===== config.mk =====
export PLATFORM = sky130hd
export DESIGN_NAME = trap_ctrl_top
export DESIGN_NICKNAME = d
export VERILOG_FILES = /design/src/rtl/trap_ctrl_pkg.sv /design/src/rtl/trap_seq_ctrl.sv /design/src/rtl/trap_ctx_path.sv /design/src/rtl/trap_ctrl_top.sv
export SDC_FILE = /design/constraint.sdc
export NUM_CORES = 1
export LEC_CHECK = 0
export ABC_AREA = 1
export BUFFER_PORTS_ARGS = -buffer_cell sky130_fd_sc_hd__buf_2
export CORE_ASPECT_RATIO = 0.6
export CORE_MARGIN = 5
export CORE_UTILIZATION = 54
export DETAILED_ROUTE_END_ITERATION = 16
export PLACE_DENSITY = 0.85
export SYNTH_ARGS = -nofsm -noshare
export SYNTH_HDL_FRONTEND = slang
export SYNTH_SLANG_ARGS = --single-unit

===== constraint.sdc =====
create_clock -name clk -period 4.2 [get_ports clk]
set_input_delay 0.21 -clock clk [delete_from_list [all_inputs] [get_ports clk]]
set_output_delay 0.21 -clock clk [all_outputs]
set_load 0.005 [all_outputs]

===== src/rtl/trap_ctrl_pkg.sv =====
package trap_ctrl_pkg;
  localparam int NUM_HW = 9;
  localparam int B_NMI  = 0;
  localparam int B_OVF  = 1;
  localparam int B_UNF  = 2;
  localparam int CLB_LO = 3;
  localparam int CLB_HI = 7;
  localparam int B_DBG  = 8;
  localparam int NUM_CLB = CLB_HI - CLB_LO + 1;

  typedef enum logic [2:0] {
    ST_IDLE, ST_PUSH_PSW, ST_PUSH_CSP, ST_PUSH_IP,
    ST_POP_IP, ST_POP_CSP, ST_POP_PSW, ST_RESTORE
  } seq_state_t;

  typedef enum logic [2:0] {SRC_DBG, SRC_NMI, SRC_OVF, SRC_UNF, SRC_CLB, SRC_SW} trap_src_t;

  typedef enum logic [1:0] {SEL_PSW, SEL_CSP, SEL_IP} push_sel_t;

  typedef struct packed {
    logic      capture;
    trap_src_t src;
    logic      forceLvl;
    push_sel_t pushSel;
    logic      popIp;
    logic      popCsp;
    logic      popPsw;
  } dp_strobe_t;
endpackage


===== src/rtl/trap_seq_ctrl.sv =====
module trap_seq_ctrl
  import trap_ctrl_pkg::*;
(
  input  logic              clk,
  input  logic              rstN,
  input  logic [NUM_HW-1:0] hwTrapReq,
  input  logic              swTrapReq,
  input  logic              retiReq,
  input  logic              segEnable,
  output dp_strobe_t        strobe,
  output logic              trapTaken,
  output logic              cspClear,
  output logic              pushValid,
  output logic              popValid,
  output logic              restoreValid
);
  logic [NUM_HW-1:0] pend, clrMask;
  logic swPend, retiPend, segSnap, hwSnap;
  logic pickHw, pickSw, pickReti, takeTrap, takeReti;
  trap_src_t pick;
  seq_state_t state, stateNext;

  // fixed-priority winner over the pending set
  always_comb begin
    pick = SRC_DBG; clrMask = '0;
    pickHw = 1'b0; pickSw = 1'b0; pickReti = 1'b0;
    if (pend[B_DBG]) begin
      pick = SRC_DBG; clrMask[B_DBG] = 1'b1; pickHw = 1'b1;
    end else if (pend[B_NMI]) begin
      pick = SRC_NMI; clrMask[B_NMI] = 1'b1; pickHw = 1'b1;
    end else if (pend[B_OVF]) begin
      pick = SRC_OVF; clrMask[B_OVF] = 1'b1; pickHw = 1'b1;
    end else if (pend[B_UNF]) begin
      pick = SRC_UNF; clrMask[B_UNF] = 1'b1; pickHw = 1'b1;
    end else if (|pend[CLB_HI:CLB_LO]) begin
      pick = SRC_CLB; clrMask[CLB_HI:CLB_LO] = '1; pickHw = 1'b1;
    end else if (swPend) begin
      pick = SRC_SW; pickSw = 1'b1;
    end else if (retiPend) begin
      pickReti = 1'b1;
    end
  end

  assign takeTrap = (state == ST_IDLE) && (pickHw || pickSw);
  assign takeReti = (state == ST_IDLE) && pickReti;

  always_comb begin
    stateNext = state;
    unique case (state)
      ST_IDLE:     if (takeTrap) stateNext = ST_PUSH_PSW;
                   else if (takeReti) stateNext = ST_POP_IP;
      ST_PUSH_PSW: stateNext = segSnap ? ST_PUSH_CSP : ST_PUSH_IP;
      ST_PUSH_CSP: stateNext = ST_PUSH_IP;
      ST_PUSH_IP:  stateNext = ST_IDLE;
      ST_POP_IP:   stateNext = segSnap ? ST_POP_CSP : ST_POP_PSW;
      ST_POP_CSP:  stateNext = ST_POP_PSW;
      ST_POP_PSW:  stateNext = ST_RESTORE;
      ST_RESTORE:  stateNext = ST_IDLE;
      default:     stateNext = ST_IDLE;
    endcase
  end

  always_ff @(posedge clk or negedge rstN) begin
    if (!rstN) begin
      state    <= ST_IDLE;
      pend     <= '0;
      swPend   <= 1'b0;
      retiPend <= 1'b0;
      segSnap  <= 1'b0;
      hwSnap   <= 1'b0;
    end else begin
      state    <= stateNext;
      pend     <= (pend & ~(takeTrap ? clrMask : '0)) | hwTrapReq;
      swPend   <= (swPend & ~(takeTrap && pickSw)) | swTrapReq;
      retiPend <= (retiPend & ~takeReti) | retiReq;
      if (takeTrap || takeReti) segSnap <= segEnable;
      if (takeTrap) hwSnap <= pickHw;
    end
  end

  always_comb begin
    strobe.capture  = takeTrap;
    strobe.src      = pick;
    strobe.forceLvl = hwSnap;
    strobe.pushSel  = (state == ST_PUSH_CSP) ? SEL_CSP :
                      (state == ST_PUSH_IP)  ? SEL_IP : SEL_PSW;
    strobe.popIp    = (state == ST_POP_IP);
    strobe.popCsp   = (state == ST_POP_CSP);
    strobe.popPsw   = (state == ST_POP_PSW);
  end

  assign trapTaken    = (state == ST_PUSH_PSW);
  assign cspClear     = trapTaken && segSnap;
  assign pushValid    = (state == ST_PUSH_PSW) || (state == ST_PUSH_CSP) || (state == ST_PUSH_IP);
  assign popValid     = (state == ST_POP_IP) || (state == ST_POP_CSP) || (state == ST_POP_PSW);
  assign restoreValid = (state == ST_RESTORE);
endmodule


===== src/rtl/trap_ctx_path.sv =====
module trap_ctx_path
  import trap_ctrl_pkg::*;
#(
  parameter int DATA_W  = 16,
  parameter int ADDR_W  = 16,
  parameter int CSP_W   = 8,
  parameter int LVL_LSB = 12,
  parameter int LVL_W   = 4,
  parameter logic [ADDR_W-1:0] VEC_NMI = 'h08,
  parameter logic [ADDR_W-1:0] VEC_OVF = 'h10,
  parameter logic [ADDR_W-1:0] VEC_UNF = 'h18,
  parameter logic [ADDR_W-1:0] VEC_DBG = 'h20,
  parameter logic [ADDR_W-1:0] VEC_CLB = 'h28
)(
  input  logic               clk,
  input  logic               rstN,
  input  dp_strobe_t         strobe,
  input  logic               swTrapReq,
  input  logic [ADDR_W-1:0]  swTrapVec,
  input  logic [DATA_W-1:0]  cpuPsw,
  input  logic [CSP_W-1:0]   cpuCsp,
  input  logic [DATA_W-1:0]  cpuIp,
  input  logic [DATA_W-1:0]  popData,
  input  logic [NUM_CLB-1:0] classBReq,
  input  logic [NUM_CLB-1:0] flagClr,
  output logic [ADDR_W-1:0]  trapVector,
  output logic [DATA_W-1:0]  newPsw,
  output logic [DATA_W-1:0]  pushData,
  output logic [DATA_W-1:0]  restorePsw,
  output logic [CSP_W-1:0]   restoreCsp,
  output logic [DATA_W-1:0]  restoreIp,
  output logic [NUM_CLB-1:0] classBFlags
);
  localparam int PAD_W = DATA_W - CSP_W;

  logic [ADDR_W-1:0] swVecHold, vecReg;
  logic [DATA_W-1:0] pswSnap, ipSnap;
  logic [CSP_W-1:0]  cspSnap;

  always_ff @(posedge clk or negedge rstN) begin
    if (!rstN) begin
      swVecHold <= '0; vecReg <= '0;
      pswSnap <= '0; ipSnap <= '0; cspSnap <= '0;
      restorePsw <= '0; restoreCsp <= '0; restoreIp <= '0;
    end else begin
      if (swTrapReq) swVecHold <= swTrapVec;
      if (strobe.capture) begin
        pswSnap <= cpuPsw;
        cspSnap <= cpuCsp;
        ipSnap  <= cpuIp;
        unique case (strobe.src)
          SRC_DBG: vecReg <= VEC_DBG;
          SRC_NMI: vecReg <= VEC_NMI;
          SRC_OVF: vecReg <= VEC_OVF;
          SRC_UNF: vecReg <= VEC_UNF;
          SRC_CLB: vecReg <= VEC_CLB;
          default: vecReg <= swVecHold;
        endcase
      end
      if (strobe.popIp) begin
        restoreIp  <= popData;
        restoreCsp <= '0;
      end
      if (strobe.popCsp) restoreCsp <= popData[CSP_W-1:0];
      if (strobe.popPsw) restorePsw <= popData;
    end
  end

  always_comb begin
    newPsw = pswSnap;
    if (strobe.forceLvl) newPsw[LVL_LSB +: LVL_W] = '1;
  end

  always_comb begin
    unique case (strobe.pushSel)
      SEL_CSP: pushData = {{PAD_W{1'b0}}, cspSnap};
      SEL_IP:  pushData = ipSnap;
      default: pushData = pswSnap;
    endcase
  end

  assign trapVector = vecReg;

  // one sticky flag per shared-handler source
  for (genvar i = 0; i < NUM_CLB; i++) begin : g_flag
    always_ff @(posedge clk or negedge rstN) begin
      if (!rstN) classBFlags[i] <= 1'b0;
      else       classBFlags[i] <= (classBFlags[i] & ~flagClr[i]) | classBReq[i];
    end
  end
endmodule


===== src/rtl/trap_ctrl_top.sv =====
module trap_ctrl_top
  import trap_ctrl_pkg::*;
#(
  parameter int DATA_W = 16,
  parameter int ADDR_W = 16,
  parameter int CSP_W  = 8
)(
  input  logic               clk,
  input  logic               rstN,
  input  logic [NUM_HW-1:0]  hwTrapReq,
  input  logic               swTrapReq,
  input  logic [ADDR_W-1:0]  swTrapVec,
  input  logic               retiReq,
  input  logic [DATA_W-1:0]  cpuPsw,
  input  logic [CSP_W-1:0]   cpuCsp,
  input  logic [DATA_W-1:0]  cpuIp,
  input  logic               segEnable,
  input  logic [DATA_W-1:0]  popData,
  input  logic [NUM_CLB-1:0] flagClr,
  output logic               trapTaken,
  output logic [ADDR_W-1:0]  trapVector,
  output logic               newPswValid,
  output logic [DATA_W-1:0]  newPsw,
  output logic               cspClear,
  output logic               pushValid,
  output logic [DATA_W-1:0]  pushData,
  output logic               popValid,
  output logic               restoreValid,
  output logic [DATA_W-1:0]  restorePsw,
  output logic [CSP_W-1:0]   restoreCsp,
  output logic [DATA_W-1:0]  restoreIp,
  output logic [NUM_CLB-1:0] classBFlags
);
  dp_strobe_t strobe;

  trap_seq_ctrl u_ctrl (
    .clk(clk), .rstN(rstN), .hwTrapReq(hwTrapReq), .swTrapReq(swTrapReq),
    .retiReq(retiReq), .segEnable(segEnable), .strobe(strobe),
    .trapTaken(trapTaken), .cspClear(cspClear), .pushValid(pushValid),
    .popValid(popValid), .restoreValid(restoreValid)
  );

  trap_ctx_path #(.DATA_W(DATA_W), .ADDR_W(ADDR_W), .CSP_W(CSP_W)) u_path (
    .clk(clk), .rstN(rstN), .strobe(strobe), .swTrapReq(swTrapReq),
    .swTrapVec(swTrapVec), .cpuPsw(cpuPsw), .cpuCsp(cpuCsp), .cpuIp(cpuIp),
    .popData(popData), .classBReq(hwTrapReq[CLB_HI:CLB_LO]), .flagClr(flagClr),
    .trapVector(trapVector), .newPsw(newPsw), .pushData(pushData),
    .restorePsw(restorePsw), .restoreCsp(restoreCsp), .restoreIp(restoreIp),
    .classBFlags(classBFlags)
  );

  assign newPswValid = trapTaken;
endmodule


==> impl_results.md <==
- Status: finished clean
- Power, Total: 5.299 mW
- Endpoints failing hold: 0
- Slowest-stage cell, CP: inv_2
- Most common cell after layout, fill and taps aside: nand2_1
- Clock buffer depth: 2
- Most frequent cells in the layout: nand2_1, buf_2, dfrtp_1
- Hold_sp: swTrapVec[9]
- DRT iter0 DRCs: 427
- 1st-pass router iterations: 5
- Syn. warnings: 0
- Vias in the first global route: 5246
- Die height: 88.97 um
- Predominant post-synthesis flop cell: dfrtp_1
- EDFF count, synth: 0
- Synth cell types: 31
- Final worst-path cycle share: 74.41%
- Critical Path Sink Type: register
- CTS tree: built
- DP Cell Count: 921
- Site Rows: 28
- Hold Slack: 0.009069 ns
- Average routed wire per standard cell: 16.63 um
- Mapped Area: 5613 um2
- Slowest stage delay, CP: 0.77 ns
- Tot GR Track Use: 26.83%
- Slew margin rel.: 29.33%
- Worst-path clk slew: 0.06 ns
- Top cell type's share of synthesized area: 59.30%
- CP Class: register to register
- WL final: 16570 um
- Post-synth ARST share: 100.0%
- Peak supply drop: 0.3916 mV
- Synthesized flop and latch total: 133
- Setup bufs post-CTS: 0
- Initial antenna violation count: 0
- Final setup fails: 0
- RSZ-0062 raised after global routing: false
- Final Skew: 0.005462 ns
- Worst slew pin tran: 1.057 ns
- Largest net degree at the start of global routing: 95
- Layout area overhead: 34.13%
- Core Area: 10020 um2
- Max Cap Viol: 0
- Die area: 12600 um2
- Worst EP required: 4.53 ns
- Post-Syn Nets: 727
- Cells after Synth: 636
- Antenna diodes: 0
- Critical path cell sequence: inv_1, nand3_4, inv_2, buf_4, nand2_1, o21ai_1
- Hold crit path type: primary input to register
- Worst R2R Start: u_ctrl.state[2]
- Inserted Clock Buffers: 17
- CP startpoint kind: register
- Post-synth top area cell: dfrtp_1
- PD cells: 703.9 nW/um2
- Worst-skew pair later-pin latency: 0.42 ns
- Fin crit period: 3.125 ns
- H-tree depth: 4
- GP Congestion: 0.9221
- Max Slew Vio Count: 0
- Leak: 4.007 nW
- First-pass GRT wire length: 26130 um
- Synth area leaders: dfrtp_1, nand2_1, o21ai_0, inv_1, buf_4
- Detail Placement HPWL: 11240 um
- DR vias: 5206
- CTS root buf: clkbuf_16
- Sequential cell area fraction in the yosys report: 59.30%
- CP Data Arrival Time: 3.46 ns
- Non-Filler Instances: 996
- DRT antenna net count: 0
- Io pins: 190
- Die Span X: 141.6 um
- Launch point of the worst path: u_ctrl.state[2]
- Layout cells sized above 1: 28.46%
- Synth Area per Inst: 8.825 um2
- Setup TNS: 0 ns
- Routed vias/inst: 5.227
- Grt ovf: 0
- Initial Util: 56.02%
- Clk sinks: 133
- Worst-path fanout max: 51
- Port bufs: 189
- Layout net count: 939
- Drt drc: 0
- Max Clock Freq: 0.3200 GHz
==> cell families after synthesis <==
group                  synth area share, %
AO/OA/AOI/OAI                        11.19
buffers and inverters                7.891
flip-flops                           59.30
AND/OR/NAND/NOR                      21.62
==> final timing paths <==
check / cells past startpoint / end / slack (ns)
max in group asynchronous: 3 / u_path.restorePsw[2] / 2.73
min in group asynchronous: 2 / u_path.restoreIp[4] / 0.43
max reg2reg: 6 / u_path.ipSnap[9] / 1.07
min reg2reg: 2 / u_path.swVecHold[2] / 0.47
min: 3 / u_path.swVecHold[9] / 0.009
max: 6 / u_path.ipSnap[9] / 1.07
==> registers in the layout, indices dropped and copies added, names as in the netlist <==
signal / flops
u_ctrl.hwSnap: 1
u_path.restoreIp: 16
u_path.restorePsw: 16
u_ctrl.retiPend: 1
u_ctrl.swPend: 1
u_path.trapVector: 16
u_path.ipSnap: 16
u_ctrl.segSnap: 1
u_path.swVecHold: 16
u_path.restoreCsp: 8
u_path.pswSnap: 16
u_path.classBFlags: 5
u_ctrl.state: 3
u_path.cspSnap: 8
u_ctrl.pend: 9
==> critical path: cells and delay by family, from the launching register on <==
family                 cells  cell delay [ns]
DFF                        1             0.61
and+or+nand+nor            2             0.66
buffers and inverters      3             1.64
AOI/OAI and AO/OA          1             0.11
==> power breakdown <==
part	switching, mW	internal [mW]
logic	1.07	0.686
registers	0.329	1.73
clock network	0.587	0.893
total	1.99	3.31
==> repair_timing <==
item / CTS / global route
endpoints found under the hold margin: 134 / 0
resized for setup: 0 / 0
hold buffers: 43 / 0
==> metrics by stage <==
| stage | worst slack, ns | util [%] | cell area [um2] |
|---|---|---|---|
| final | 1.075 | 75.14 | 7528 |
| after global routing | 0.7859 | 75.14 | 7528 |
| after CTS | 1.149 | 75.14 | 7528 |
| after detailed placement | 1.160 | 64.92 | 6505 |
| after global placement | 1.401 | 64.92 | 6505 |
| after floorplan | 2.799 | - | 5613 |
==> Yosys cell counts (2+ instances only) <==
library cell,n
dfrtp_1,133
a21oi_1,6
nor3_1,2
inv_2,2
o21ai_0,70
o21bai_1,3
buf_6,3
o21ai_2,8
buf_4,15
buf_2,9
nor2_1,14
nand3_1,15
nand4_1,9
nor2_2,5
clkbuf_1,14
o21ai_1,17
inv_1,51
o22ai_1,4
nand2_1,244
==> final cells by class <==
type | instances | area (um2)
inverter | 53 | 198.9
timing repair buffer | 234 | 1398
tap | 135 | 168.9
fill | 685 | 2491
clock buffer | 18 | 439.2
clock inverter | 14 | 153.9
multi-input combinational | 409 | 1842
sequential | 133 | 3328
==> routing by layer <==
| layer | global-route usage, % | routed length, um | up-vias |
|---|---|---|---|
| met2 | 43.47 | 7741 | 280 |
| li1 | - | - | 2431 |
| met5 | 0 | 0 | - |
| met1 | 35.00 | 6828 | 2453 |
| met4 | 12.11 | 502 | 0 |
| met3 | 6.681 | 1493 | 42 |
No activity file was read; power rests on OpenSTA's default activity.
